**src/rtl/dts_pkg.sv**
```systemverilog
// Shared types for the dead-time gate sequencer.
package dts_pkg;
    typedef enum logic [2:0] {
        ST_SLEEP,
        ST_IDLE,
        ST_WAIT_MAIN,
        ST_MAIN_ON,
        ST_WAIT_AUX,
        ST_AUX_ON
    } seq_state_t;
endpackage

```
**src/rtl/dts_sync.sv**
```systemverilog
// Multi-bit flop-chain synchronizer.
// Assumes every bit is an independent level signal; no bus coherence is promised.
module dts_sync #(
    parameter int WIDTH  = 1,
    parameter int STAGES = 2
) (
    input  logic             clk,
    input  logic             rst_n,
    input  logic [WIDTH-1:0] d,
    output logic [WIDTH-1:0] q
);
    logic [WIDTH-1:0] chain [STAGES];

    // First stage captures the asynchronous level.
    always_ff @(posedge clk) begin
        if (!rst_n) chain[0] <= '0;
        else        chain[0] <= d;
    end

    for (genvar s = 1; s < STAGES; s++) begin : g_stage
        // Each later stage re-times the one before it.
        always_ff @(posedge clk) begin
            if (!rst_n) chain[s] <= '0;
            else        chain[s] <= chain[s-1];
        end
    end

    assign q = chain[STAGES-1];
endmodule

```
**src/rtl/dts_timer.sv**
```systemverilog
// Down-counting dead-time timer.
// A start pulse loads the delay (0 is treated as 1). The timer reports expiry
// when the count reaches zero. The delay input is looked at only on start.
module dts_timer #(
    parameter int W = 8
) (
    input  logic         clk,
    input  logic         rst_n,
    input  logic         start,
    input  logic [W-1:0] dly,
    output logic         expired
);
    localparam logic [W-1:0] ONE = W'(1);

    logic [W-1:0] cnt;

    // Load on start, otherwise count down to zero and hold there.
    always_ff @(posedge clk) begin
        if (!rst_n)              cnt <= '0;
        else if (start)          cnt <= (dly == '0) ? '0 : dly - ONE;
        else if (cnt != '0)      cnt <= cnt - ONE;
    end

    assign expired = (cnt == '0);

    // a delay of 0 or 1 expires on the first cycle of the wait
    p_floor_r3: assert property (@(posedge clk) disable iff (!rst_n)
        (start && dly <= ONE) |=> expired);

    // a running count is not disturbed by the delay input
    p_hold_r3: assert property (@(posedge clk) disable iff (!rst_n)
        (!start && !expired) |=> (cnt == $past(cnt) - ONE));
endmodule

```
**src/rtl/deadtime_seq.sv**
```systemverilog
// Complementary dead-time gate sequencer (top).
// Assumes: cmd, zvs_main and zvs_aux are asynchronous; enable and aux_invert
// are synchronous to clk. Outputs are registered from the next state, so
// they change only at clock edges and cannot glitch.
module deadtime_seq
    import dts_pkg::*;
#(
    parameter int DLY_W       = 8,
    parameter int SYNC_STAGES = 2
) (
    input  logic             clk,
    input  logic             rst_n,
    input  logic             cmd,
    input  logic             zvs_main,
    input  logic             zvs_aux,
    input  logic             enable,
    input  logic             aux_invert,
    input  logic [DLY_W-1:0] dly_on,
    input  logic [DLY_W-1:0] dly_off,
    output logic             main_drv,
    output logic             aux_pin,
    output logic             aux_oe
);
    localparam int N_ASYNC = 3;

    logic [N_ASYNC-1:0] raw_in;
    logic [N_ASYNC-1:0] syn_in;
    logic               cmd_s;
    logic               zm_s;
    logic               za_s;
    logic               cmd_prev;
    logic               rise_s;
    logic               fall_s;
    logic               mode_q;
    logic               mode_chg;
    logic               aux_on_q;
    logic               start_main;
    logic               start_aux;
    logic               exp_main;
    logic               exp_aux;
    seq_state_t         state;
    seq_state_t         nxt;

    assign raw_in = {zvs_aux, zvs_main, cmd};

    dts_sync #(.WIDTH(N_ASYNC), .STAGES(SYNC_STAGES)) u_sync (
        .clk   (clk),
        .rst_n (rst_n),
        .d     (raw_in),
        .q     (syn_in)
    );

    assign cmd_s = syn_in[0];
    assign zm_s  = syn_in[1];
    assign za_s  = syn_in[2];

    // Remember the last synchronized command level for edge detection.
    always_ff @(posedge clk) begin
        if (!rst_n) cmd_prev <= 1'b0;
        else        cmd_prev <= cmd_s;
    end

    assign rise_s   = cmd_s & ~cmd_prev;
    assign fall_s   = ~cmd_s & cmd_prev;
    assign mode_chg = (aux_invert != mode_q);

    // Track the polarity mode; during reset it follows the input directly.
    always_ff @(posedge clk) begin
        if (!rst_n) mode_q <= aux_invert;
        else        mode_q <= aux_invert;
    end

    // Next-state logic: sleep first, then mode change, then edges and timers.
    always_comb begin
        nxt = state;
        if (!enable) begin
            nxt = ST_SLEEP;
        end else if (mode_chg) begin
            nxt = ST_IDLE;
        end else begin
            case (state)
                ST_SLEEP:     nxt = ST_IDLE;
                ST_IDLE: begin
                    if (rise_s)      nxt = ST_WAIT_MAIN;
                    else if (fall_s) nxt = ST_WAIT_AUX;
                end
                ST_WAIT_MAIN: begin
                    if (fall_s)                nxt = ST_WAIT_AUX;
                    else if (exp_main || zm_s) nxt = ST_MAIN_ON;
                end
                ST_MAIN_ON: begin
                    if (fall_s) nxt = ST_WAIT_AUX;
                end
                ST_WAIT_AUX: begin
                    if (rise_s)               nxt = ST_WAIT_MAIN;
                    else if (exp_aux || za_s) nxt = ST_AUX_ON;
                end
                ST_AUX_ON: begin
                    if (rise_s) nxt = ST_WAIT_MAIN;
                end
                default:      nxt = ST_SLEEP;
            endcase
        end
    end

    assign start_main = (nxt == ST_WAIT_MAIN) && (state != ST_WAIT_MAIN);
    assign start_aux  = (nxt == ST_WAIT_AUX)  && (state != ST_WAIT_AUX);

    dts_timer #(.W(DLY_W)) u_t_main (
        .clk     (clk),
        .rst_n   (rst_n),
        .start   (start_main),
        .dly     (dly_on),
        .expired (exp_main)
    );

    dts_timer #(.W(DLY_W)) u_t_aux (
        .clk     (clk),
        .rst_n   (rst_n),
        .start   (start_aux),
        .dly     (dly_off),
        .expired (exp_aux)
    );

    // State register and registered drive outputs decoded from the next state.
    always_ff @(posedge clk) begin
        if (!rst_n) begin
            state    <= ST_IDLE;
            main_drv <= 1'b0;
            aux_on_q <= 1'b0;
            aux_oe   <= 1'b1;
            aux_pin  <= aux_invert;
        end else begin
            state    <= nxt;
            main_drv <= (nxt == ST_MAIN_ON);
            aux_on_q <= (nxt == ST_AUX_ON);
            aux_oe   <= (nxt != ST_SLEEP);
            aux_pin  <= (nxt == ST_AUX_ON) ^ aux_invert;
        end
    end

    // while the main switch is on, the aux pin sits at its off level
    p_no_overlap_r9: assert property (@(posedge clk) disable iff (!rst_n)
        main_drv |-> (aux_oe && (aux_pin == mode_q)));

    // the main drive only rises after a dead-time wait
    p_main_after_wait_r1: assert property (@(posedge clk) disable iff (!rst_n)
        $rose(main_drv) |-> ($past(state) == ST_WAIT_MAIN));

    // a command rise releases the aux switch on the next edge
    p_rise_cut_r1: assert property (@(posedge clk) disable iff (!rst_n)
        rise_s |=> (!aux_oe || (aux_pin == mode_q)));

    // a command fall releases the main switch on the next edge
    p_fall_cut_r2: assert property (@(posedge clk) disable iff (!rst_n)
        fall_s |=> !main_drv);

    // sleep holds main low and floats the aux pin
    p_sleep_r6: assert property (@(posedge clk) disable iff (!rst_n)
        !enable |=> (!main_drv && !aux_oe));

    // waking from sleep leaves both switches off and the pin driven
    p_wake_r7: assert property (@(posedge clk) disable iff (!rst_n)
        (state == ST_SLEEP && enable) |=> (!main_drv && aux_oe && aux_pin == mode_q));

    // a polarity change forces both switches off
    p_mode_off_r8: assert property (@(posedge clk) disable iff (!rst_n)
        (enable && mode_chg) |=> (!main_drv && aux_pin == mode_q));
endmodule

```
**config.mk**
```make
export PLATFORM = sky130hd
export DESIGN_NAME = deadtime_seq
export DESIGN_NICKNAME = d
export VERILOG_FILES = /design/src/rtl/dts_pkg.sv /design/src/rtl/dts_sync.sv /design/src/rtl/dts_timer.sv /design/src/rtl/deadtime_seq.sv
export SDC_FILE = /design/constraint.sdc
export NUM_CORES = 1
export LEC_CHECK = 0
export CORE_MARGIN = 8
export CORE_UTILIZATION = 40
export DETAILED_ROUTE_END_ITERATION = 7
export GPL_TIMING_DRIVEN = 0
export PLACE_DENSITY = 0.58
export SLEW_MARGIN = 20
export SYNTH_ARGS = -nofsm -noshare
export SYNTH_HDL_FRONTEND = slang
export SYNTH_SLANG_ARGS = --single-unit
export TNS_END_PERCENT = 5
```
**constraint.sdc**
```tcl
create_clock -name clk -period 2.31 [get_ports clk]
set_input_delay 0.462 -clock clk [delete_from_list [all_inputs] [get_ports clk]]
set_output_delay 0.462 -clock clk [all_outputs]
set_load 0.03 [all_outputs]
```
==> flow_metrics.env <==
export IMPL_synth_ff_type="dfxtp_1"
export IMPL_port_buffers=24
export IMPL_finalCritPeriodShare_pct=95.3
export IMPL_cp_start_kind="input pin"
export IMPL_leakagePower_nw=0.946
export IMPL_die_h_um=85.7
export IMPL_grt_total_usage_pct=12.4
export IMPL_p_seq_share_pct=34.8
export IMPL_clock_power_share_pct=19.8
export IMPL_syn_inst=225
export IMPL_grt_pass1_wl_mm=7.40
export IMPL_powerDensity_nw_per_um2=938
export IMPL_cts_root_buf="clkbuf_8"
export IMPL_crit_type="in2reg"
export IMPL_intPower_mw=1.41
export IMPL_fillers=483
export IMPL_ys_seq_area_share_pct=30.9
export IMPL_clk_pin_slew_ns=0.07
export IMPL_endpoint_kind="flip-flop"
export IMPL_grt_max_degree=11
export IMPL_grt_pass1_vias=1609
export IMPL_fin_nets=287
export IMPL_clock_sinks=30
export IMPL_synth_distinct_cells=54
export IMPL_diodes=0
export IMPL_synth_area_leaders="dfxtp_1, mux2i_1, ha_1"
export IMPL_clock_skew_final_ns=0.00674
export IMPL_syn_to_final_growth_pct=22.3
export IMPL_syn_area_um2=1940
export IMPL_arrival_ns=2.37
export IMPL_clk_insertion_delay_late_ns=0.28
export IMPL_hp_class="reg2reg"
export IMPL_cts_tree="built"
export IMPL_rrSetupSlack_ns=0.14
export IMPL_num_io_pins=26
export IMPL_drtIter0Drc=65
export IMPL_max_freq_mhz=454
export IMPL_wirelength_mm=4.39
export IMPL_clockBufferDepth=2
export IMPL_final_cell_mix="dfxtp_1, clkdlybuf4s50_1, nand2_1, inv_1, mux2i_1"
export IMPL_antenna_found_initial=0
export IMPL_finalSetupViolCount=0
export IMPL_dp_hpwl_mm=3.30
export IMPL_ys_ff_latch=30
export IMPL_die_area_um2=7340
export IMPL_num_vias=1708
export IMPL_area_sequential_um2=601
export IMPL_start_util_pct=41.4
export IMPL_utilization_pct=50.6
export IMPL_fin_hold_ws_ns=0.441
export IMPL_synthArstFlopShare_pct=0
export IMPL_yosysTopAreaCell="dfxtp_1"
export IMPL_placementRows=25
export IMPL_drtPass1Iterations=4
export IMPL_dp_slack_ns=-0.173
export IMPL_grt_ovfl_total=0
export IMPL_synth_nets=253
export IMPL_switching_share_pct=36.7
export IMPL_drc_errors=0
export IMPL_required_ns=2.48
export IMPL_drive_gt1_share_pct=13.5
export IMPL_setup_slack_ns=0.108
export IMPL_hold_viol=0
export IMPL_numCtsBuffers=5
export IMPL_rsz0062_at_grt="false"
export IMPL_critPathMaxFanout=4
export IMPL_multi_input_area_um2=1240
export IMPL_synth_edf_count=0
export IMPL_ant_nets=0
export IMPL_final_common_cell="dfxtp_1"
export IMPL_avgSynthCellArea_um2=8.62
export IMPL_switchingPower_mw=0.817
export IMPL_combPwrFrac_pct=45.4
export IMPL_yosysWarnings=0
export IMPL_fin_crit_ns=2.20
export IMPL_viasPerCell=5.44
export IMPL_cap_viol_max_count=0
export IMPL_relSlewSlack_pct=61.5
export IMPL_coreArea_um2=4690
export IMPL_netlist_area_leader_share_pct=30.9
export IMPL_tns_ns=0
export IMPL_status="finished, final reports clean"
export IMPL_die_x_um=85.7
export IMPL_drt_wirelength_per_cell_um=14.0
export IMPL_finalMaxSlewViolations=0
export IMPL_ir_drop_mv=0.561
export IMPL_gp_congestion=0.777
export IMPL_h_tree_depth=2
export IMPL_tightestPinTransition_ns=0.563
-- cells in the mapped netlist (5+ instances only) --
master / count
dfxtp_1: 30
nand2_1: 15
inv_1: 13
mux2i_1: 13
nor2_1: 12
a21oi_1: 10
nor3_1: 10
nor2b_1: 8
o21ai_0: 8
and2_1: 7
or4_1: 6
ha_1: 5
nand2b_1: 5
nand3_1: 5
xnor2_1: 5
-- metal layers --
layer	part of all wire [%]	global-route usage, %	up-vias
met5	0	0	-
met4	1.3	3.82	0
met3	4.6	3.44	7
met2	43	19.2	33
met1	51	16.1	782
li1	-	-	886
-- metrics by stage --
stage,area [µm²],power (mW),instances
after floorplan,1940,1.50,225
after global placement,2250,1.71,303
after detailed placement,2250,1.72,303
after CTS,2340,2.17,311
after global routing,2370,2.40,314
final,2370,2.23,314
-- worst paths after layout --
| check | from | to | cells past startpoint |
|---|---|---|---|
| worst min register to register | u_sync.chain[0][0] | u_sync.chain[1][0] | 1 |
| worst min-delay path | u_sync.chain[0][0] | u_sync.chain[1][0] | 1 |
| worst max register to register | u_t_aux.cnt[0] | u_t_aux.cnt[5] | 8 |
| worst max-delay path | dly_off[3] | u_t_aux.cnt[7] | 6 |
-- state kept, by name, summed over array words and instances, names as in the netlist --
| signal | count |
|---|---|
| u_t_aux.cnt | 8 |
| u_t_main.cnt | 8 |
| u_sync.chain | 6 |
| state | 3 |
| aux_oe | 1 |
| aux_pin | 1 |
| cmd_prev | 1 |
| main_drv | 1 |
| mode_q | 1 |
-- worst max-delay path, stage by stage --
cell	delay (ns)
clkdlybuf4s50_1	0.46
or4_1	0.61
nor4_1	0.29
mux2i_1	0.28
nand4_1	0.13
o211a_1	0.14
-- power by group through the flow --
stage	sequential [mW]	combinational [mW]	clock [mW]
final	0.774	1.01	0.441
after global placement	0.778	0.931	0
after detailed placement	0.779	0.936	0
after floorplan	0.759	0.744	0
after CTS	0.768	0.944	0.455
after global routing	0.793	1.14	0.476
-- layout make-up --
cell class	instances	area share, %
flip-flops and latches	30	25.3
multi-input cells	174	52.2
clock inverters	2	0.527
well taps	54	2.85
plain buffers	8	2.53
repair buffers	27	11.1
inverters	13	2.06
clock buffers	6	3.48
-- logic make-up after synthesis --
group	count (synthesis)	share of synthesized area, %
muxes	18	9.80
AOI/OAI and AO/OA	48	17.2
xor gates and xnor gates	9	4.06
buffers and inverters	21	5.54
DFF	30	30.9
and+or+nand+nor	94	29.3
adders and majority gates	5	3.22
-- repair_timing --
item,CTS,global route
resized for setup,0,3
endpoints found under the setup margin,0,4
setup buffers,0,3
hold endpoints to repair,0,0
hold buffers,0,0
(Power assumes the default switching activity.)
